==> src/rtl/dar_pkg.sv <==
package dar_pkg;

    localparam int DAR_WORD_W  = 16;
    localparam int DAR_FRAME_W = 2 * DAR_WORD_W;

    typedef enum logic [2:0] {
        ST_IDLE,
        ST_CONV,
        ST_WAIT,
        ST_READ,
        ST_TAIL
    } dar_state_e;

    typedef struct packed {
        logic [DAR_WORD_W-1:0] a;
        logic [DAR_WORD_W-1:0] b;
    } dar_pair_t;

    // Upper half arrives first; order selects which channel it belongs to.
    function automatic dar_pair_t dar_split(input logic [DAR_FRAME_W-1:0] f,
                                            input logic a_first);
        dar_pair_t p;
        if (a_first) begin
            p.a = f[DAR_FRAME_W-1:DAR_WORD_W];
            p.b = f[DAR_WORD_W-1:0];
        end else begin
            p.b = f[DAR_FRAME_W-1:DAR_WORD_W];
            p.a = f[DAR_WORD_W-1:0];
        end
        return p;
    endfunction

endpackage

==> src/rtl/dar_sclk_gen.sv <==
module dar_sclk_gen #(
    parameter int HALF = 2
) (
    input  logic clk,
    input  logic rst,
    input  logic en,
    output logic sclk_o,
    output logic rise_o,
    output logic fall_o
);
    localparam int CW = (HALF > 1) ? $clog2(HALF) : 1;

    logic [CW-1:0] cnt_q;
    logic          sclk_q;
    logic          tick;

    assign tick   = en && (cnt_q == CW'(HALF - 1));
    assign rise_o = tick && !sclk_q;
    assign fall_o = tick && sclk_q;
    assign sclk_o = sclk_q;

    always_ff @(posedge clk) begin
        if (rst || !en) begin
            cnt_q  <= '0;
            sclk_q <= 1'b0;
        end else if (tick) begin
            cnt_q  <= '0;
            sclk_q <= ~sclk_q;
        end else begin
            cnt_q  <= cnt_q + 1'b1;
        end
    end
endmodule

==> src/rtl/dar_shift_capture.sv <==
module dar_shift_capture #(
    parameter int BITS = 32
) (
    input  logic            clk,
    input  logic            rst,
    input  logic            clear,
    input  logic            shift_en,
    input  logic            sdata_i,
    output logic [BITS-1:0] frame_o,
    output logic            last_o
);
    localparam int CW = $clog2(BITS);

    logic [CW-1:0]   left_q;
    logic [BITS-1:0] sh_q;

    assign frame_o = sh_q;
    assign last_o  = (left_q == '0);

    always_ff @(posedge clk) begin
        if (rst || clear) begin
            left_q <= CW'(BITS - 1);
            sh_q   <= '0;
        end else if (shift_en) begin
            sh_q   <= {sh_q[BITS-2:0], sdata_i};
            left_q <= left_q - 1'b1;
        end
    end
endmodule

==> src/rtl/dar_busy_timer.sv <==
module dar_busy_timer #(
    parameter int LIMIT = 200
) (
    input  logic clk,
    input  logic rst,
    input  logic clear,
    input  logic run,
    output logic expire_o
);
    localparam int CW = $clog2(LIMIT + 1);

    logic [CW-1:0] cnt_q;

    assign expire_o = run && (cnt_q == CW'(LIMIT - 1));

    always_ff @(posedge clk) begin
        if (rst || clear) begin
            cnt_q <= '0;
        end else if (run && !expire_o) begin
            cnt_q <= cnt_q + 1'b1;
        end
    end
endmodule

==> src/rtl/dual_adc_reader.sv <==
module dual_adc_reader
    import dar_pkg::*;
#(
    parameter int CNV_LOW_CYC  = 2,
    parameter int SCLK_HALF    = 2,
    parameter int BUSY_TIMEOUT = 200
) (
    input  logic                  clk,
    input  logic                  rst,
    input  logic                  start_i,
    input  logic                  order_a_first_i,
    input  logic                  busy_i,
    input  logic                  sdata_i,
    output logic                  cnv_n_o,
    output logic                  cs_n_o,
    output logic                  rd_n_o,
    output logic                  sclk_o,
    output logic                  order_o,
    output logic [DAR_WORD_W-1:0] ch_a_o,
    output logic [DAR_WORD_W-1:0] ch_b_o,
    output logic                  valid_o,
    output logic                  timeout_o,
    output logic                  ready_o
);
    localparam int CCW = (CNV_LOW_CYC > 1) ? $clog2(CNV_LOW_CYC) : 1;

    dar_state_e             state_q, state_d;
    logic [CCW-1:0]         conv_cnt_q;
    logic                   order_q;
    logic                   seen_busy_q;
    logic                   valid_q;
    logic                   timeout_q;
    dar_pair_t              pair_q;

    logic                   accept;
    logic                   waiting;
    logic                   selected;
    logic                   expire;
    logic                   rise, fall;
    logic                   last_bit;
    logic [DAR_FRAME_W-1:0] frame;
    logic                   frame_done;
    logic                   to_read;

    assign accept     = (state_q == ST_IDLE) && start_i && !busy_i;
    assign waiting    = (state_q == ST_CONV) || (state_q == ST_WAIT);
    assign selected   = (state_q == ST_READ) || (state_q == ST_TAIL);
    assign frame_done = (state_q == ST_READ) && rise && last_bit;
    assign to_read    = (state_q == ST_WAIT) && seen_busy_q && !busy_i;

    dar_sclk_gen #(.HALF(SCLK_HALF)) u_sclk (
        .clk    (clk),
        .rst    (rst),
        .en     (selected),
        .sclk_o (sclk_o),
        .rise_o (rise),
        .fall_o (fall)
    );

    dar_shift_capture #(.BITS(DAR_FRAME_W)) u_cap (
        .clk      (clk),
        .rst      (rst),
        .clear    (accept),
        .shift_en ((state_q == ST_READ) && rise),
        .sdata_i  (sdata_i),
        .frame_o  (frame),
        .last_o   (last_bit)
    );

    dar_busy_timer #(.LIMIT(BUSY_TIMEOUT)) u_tmr (
        .clk      (clk),
        .rst      (rst),
        .clear    (accept),
        .run      (waiting),
        .expire_o (expire)
    );

    always_comb begin
        state_d = state_q;
        unique case (state_q)
            ST_IDLE: if (accept) state_d = ST_CONV;
            ST_CONV: begin
                if (expire)                                 state_d = ST_IDLE;
                else if (conv_cnt_q == CCW'(CNV_LOW_CYC-1)) state_d = ST_WAIT;
            end
            ST_WAIT: begin
                if (to_read)     state_d = ST_READ;
                else if (expire) state_d = ST_IDLE;
            end
            ST_READ: if (frame_done) state_d = ST_TAIL;
            ST_TAIL: if (fall)       state_d = ST_IDLE;
            default: state_d = ST_IDLE;
        endcase
    end

    always_ff @(posedge clk) begin
        if (rst) begin
            state_q     <= ST_IDLE;
            conv_cnt_q  <= '0;
            order_q     <= 1'b0;
            seen_busy_q <= 1'b0;
            valid_q     <= 1'b0;
            timeout_q   <= 1'b0;
            pair_q      <= '0;
        end else begin
            state_q   <= state_d;
            valid_q   <= frame_done;
            timeout_q <= expire && !to_read;
            if (accept) begin
                order_q     <= order_a_first_i;
                conv_cnt_q  <= '0;
                seen_busy_q <= 1'b0;
            end else begin
                if (state_q == ST_CONV) conv_cnt_q <= conv_cnt_q + 1'b1;
                if (waiting && busy_i)  seen_busy_q <= 1'b1;
            end
            if (frame_done) begin
                pair_q <= dar_split({frame[DAR_FRAME_W-2:0], sdata_i}, order_q);
            end
        end
    end

    assign cnv_n_o   = (state_q != ST_CONV);
    assign cs_n_o    = !selected;
    assign rd_n_o    = !((state_q == ST_READ) || (state_q == ST_TAIL));
    assign order_o   = order_q;
    assign ch_a_o    = pair_q.a;
    assign ch_b_o    = pair_q.b;
    assign valid_o   = valid_q;
    assign timeout_o = timeout_q;
    assign ready_o   = (state_q == ST_IDLE);

endmodule

==> config.mk <==
export PLATFORM = sky130hd
export DESIGN_NAME = dual_adc_reader
export DESIGN_NICKNAME = d
export VERILOG_FILES = /design/src/rtl/dar_pkg.sv /design/src/rtl/dar_sclk_gen.sv /design/src/rtl/dar_shift_capture.sv /design/src/rtl/dar_busy_timer.sv /design/src/rtl/dual_adc_reader.sv
export SDC_FILE = /design/constraint.sdc
export NUM_CORES = 1
export LEC_CHECK = 0
export BUFFER_PORTS_ARGS = -buffer_cell sky130_fd_sc_hd__clkbuf_2
export CAP_MARGIN = 5
export CORE_MARGIN = 2
export CORE_UTILIZATION = 45
export DETAILED_ROUTE_END_ITERATION = 12
export PLACE_DENSITY_LB_ADDON = 0.1
export SLEW_MARGIN = 0
export SYNTH_ARGS = -nofsm -noshare
export SYNTH_HDL_FRONTEND = slang
export SYNTH_SLANG_ARGS = --single-unit
==> constraint.sdc <==
create_clock -name clk -period 2.23 [get_ports clk]
set_input_delay 0.223 -clock clk [delete_from_list [all_inputs] [get_ports clk]]
set_output_delay 0.223 -clock clk [all_outputs]
set_load 0.005 [all_outputs]
==> results.py <==
metrics = {
    "run_status": {
        "status": "finished, final reports clean",
    },
    "sta": {
        "rsz0062_at_grt": "no",
        "slew_viol_final": 0,
        "fmax_mhz": 493.8,
        "fin_crit_ns": 2.025,
        "clock_skew_ns": 0.009335,
        "setup_viol": 0,
        "timing.hold.ws_ns": 0.1324,
        "finalCritPeriodShare_pct": 90.82,
        "slew_headroom_pct": 65.88,
        "finalHoldViolCount": 0,
        "worst_pin_slew_ns": 0.5119,
        "finalSetupTns_ns": 0,
    },
    "yosys": {
        "synthArstFlopShare_pct": 0,
        "synth_top_area_share_pct": 46.27,
        "syn_nets": 420,
        "synth-edff-count": 0,
        "yosysTopAreaCell": "dfxtp_1",
        "synth_seq_cells": 86,
        "avgSynthCellArea_um2": 9.054,
        "synth_area_leaders": "dfxtp_1 46%, a211oi_2 9.4%, mux2i_1 8.6%, nand2_1 7.8%, a21oi_1 5.5%",
        "syn_area_um2": 3721,
        "seq_area_frac_synth_pct": 46.27,
        "synthCells": 411,
        "synth_common_cells": "86 x dfxtp_1, 77 x nand2_1, 44 x nor2_1",
        "yosysMostFrequentCell": "dfxtp_1",
        "ys_warn_count": 0,
        "synthFlopType": "dfxtp_1",
        "yosysUniqueCellTypes": 37,
    },
    "power": {
        "p_seq_share_pct": 54.6,
        "clockPowerShare_pct": 38.6,
        "switching_share_pct": 24.99,
        "p_per_area_nw_per_um2": 679.3,
        "power.internal_mw": 2.150,
        "combPwrFrac_pct": 6.8,
        "p_switching_mw": 0.7161,
        "ir_drop_mv": 0.2683,
        "power_mw": 2.866,
        "leakagePower_nw": 1.422,
    },
    "floorplan": {
        "start_util_pct": 45.75,
        "dieArea_um2": 9013,
        "io_pins": 46,
        "rows": 33,
        "die_w_um": 94.94,
        "coreArea_um2": 8134,
        "die_h_um": 94.94,
    },
    "global_routing": {
        "overflow": 0,
        "groute.layer.met2.usage_pct": 25.83,
        "use_met3_pct": 2.713,
        "grt_max_degree": 65,
        "busiest_layer": "met2",
        "track_usage_pct": 16.92,
        "grt_pass1_vias": 2605,
        "grt_pass1_wl_mm": 12.01,
        "antenna_found_initial": 0,
        "groute.layer.met1.usage_pct": 23.18,
    },
    "critical_path": {
        "arrival_ns": 2.30,
        "start_kind": "flip-flop",
        "path_class": "flip-flop to flip-flop",
        "cp-end-kind": "flip-flop",
        "crit_fanout": 3,
        "worst_ep_required_time_ns": 2.51,
        "reg2reg_from": "u_cap.left_q[0]$_SDFFE_PP1P_",
        "cp-startpoint": "u_cap.left_q[0]$_SDFFE_PP1P_",
    },
    "drt": {
        "ant_nets": 0,
        "drt_wl_total_mm": 7.138,
        "viasPerCell": 5.110,
        "firstDrtPassIters": 4,
        "via_count": 2836,
        "dr.first_iter.drc_count": 131,
        "drt-wirelength-per-cell_um": 12.86,
        "drc": 0,
    },
    "finish": {
        "n_antenna_cell": 0,
        "final_nets": 454,
        "syn_to_final_growth_pct": 13.38,
        "fin_util_pct": 51.87,
        "layout-drive-gt1-share_pct": 23.33,
    },
    "place": {
        "port_buffers": 45,
        "dp_hpwl_mm": 4.667,
        "gp_congestion": 0.8506,
    },
    "flow_run": {
        "drv_cap": 0,
    },
    "clocking": {
        "numCtsBuffers": 9,
        "cts_tree": "built",
        "clk_latency_ns": 0.35,
        "post_cts_buffers": 0,
        "hold_buffers": 0,
        "cts_resized": 0,
        "clkSlewWorstSetupHoldPaths_ns": 0.09,
        "cts-root-buf": "clkbuf_8",
        "cts.sink_count": 86,
        "htree_levels": 3,
        "clock_path_buffers": 2,
    },
    "min_path": {
        "worstHoldStart": "busy_i",
        "hold_class": "primary input to flip-flop",
    },
}
## layer usage
layer,share of wire [%],wire [um],up-vias
met3,2.8,197,7
li1,-,-,1476
met4,1.2,85,0
met2,44,3159,39
met5,0,0,-
met1,52,3696,1314
## cell usage in the layout (no fill, tap or decap), types with 2 or more instances in the layout
cell,instances
dfxtp_1,85
nand2_1,77
clkbuf_2,45
nor2_1,44
a21oi_1,41
mux2i_1,32
a211oi_2,28
nor3_1,9
clkbuf_8,9
buf_4,9
xnor2_1,7
xor2_1,7
nand2b_1,5
nand3_1,5
a211oi_1,5
inv_1,3
nor2b_1,3
nand4_1,3
nor4_1,3
ha_1,3
inv_6,3
clkinv_2,3
or4_1,2
buf_12,2
## sequential cells by signal (all words and copies together) (netlist names)
name,count
u_cap.left_q,5
ch_a_o,16
u_cap.frame_o,31
order_o,1
ch_b_o,16
u_tmr.cnt_q,8
state_q,3
conv_cnt_q,1
timeout_o,1
seen_busy_q,1
u_sclk.sclk_o,1
u_sclk.cnt_q,1
valid_o,1
## power by group through the flow
stage,sequential [mW],clock [mW],combinational [mW]
after floorplan,1.59,0,0.155
after global placement,1.60,0,0.194
after detailed placement,1.60,0,0.196
after CTS,1.56,1.15,0.197
after global routing,1.57,1.20,0.217
final,1.56,1.11,0.195
## cells by family (layout without fill, tap and decap cells)
family | after synthesis | count (layout) | synth area share [%]
AND/OR/NAND/NOR | 160 | 160 | 18.83
flip-flops | 86 | 86 | 46.27
AO/OA/AOI/OAI | 80 | 80 | 17.18
buffers and inverters | 36 | 75 | 4.808
multiplexers | 32 | 32 | 8.608
XOR/XNOR | 14 | 14 | 3.295
adder cells (fa/ha/maj) | 3 | 3 | 1.009
## worst max-delay path: stages (launching register included)
cell      delay (ns)
dfxtp_1         0.34
inv_1           0.09
ha_1            0.14
or3b_1          0.35
o311ai_0        0.30
a21oi_1         0.15
or4_1           0.48
a21oi_1         0.12
## through the flow
stage          instances  setup WS [ns]  cell area, um^2
2_1_floorplan        411         0.2552             3721
3_3_place_gp         539         0.2604             4024
3_5_place_dp         539         0.2116             4024
4_1_cts              555         0.1876             4219
5_1_grt              555        0.08166             4219
6_report             555         0.2048             4219
## final timing paths
check,to,slack (ns),cells after the start
min reg2reg,u_cap.frame_o[3]$_SDFFE_PP0P_,0.48,2
max reg2reg,state_q[1]$_SDFFE_PP0P_,0.20,7
max,state_q[1]$_SDFFE_PP0P_,0.20,7
min,seen_busy_q$_SDFFE_PP0P_,0.13,3
## layout make-up
class	instances	area [um^2]
inverter	3	11.26
clock inverter	7	71.32
sequential	86	1723
timing repair buffer	56	332.8
multi-input combinational	289	1826
clock buffer	9	123.9
tap	105	131.4
fill	782	3915
Power figures use the tool's default switching activity.
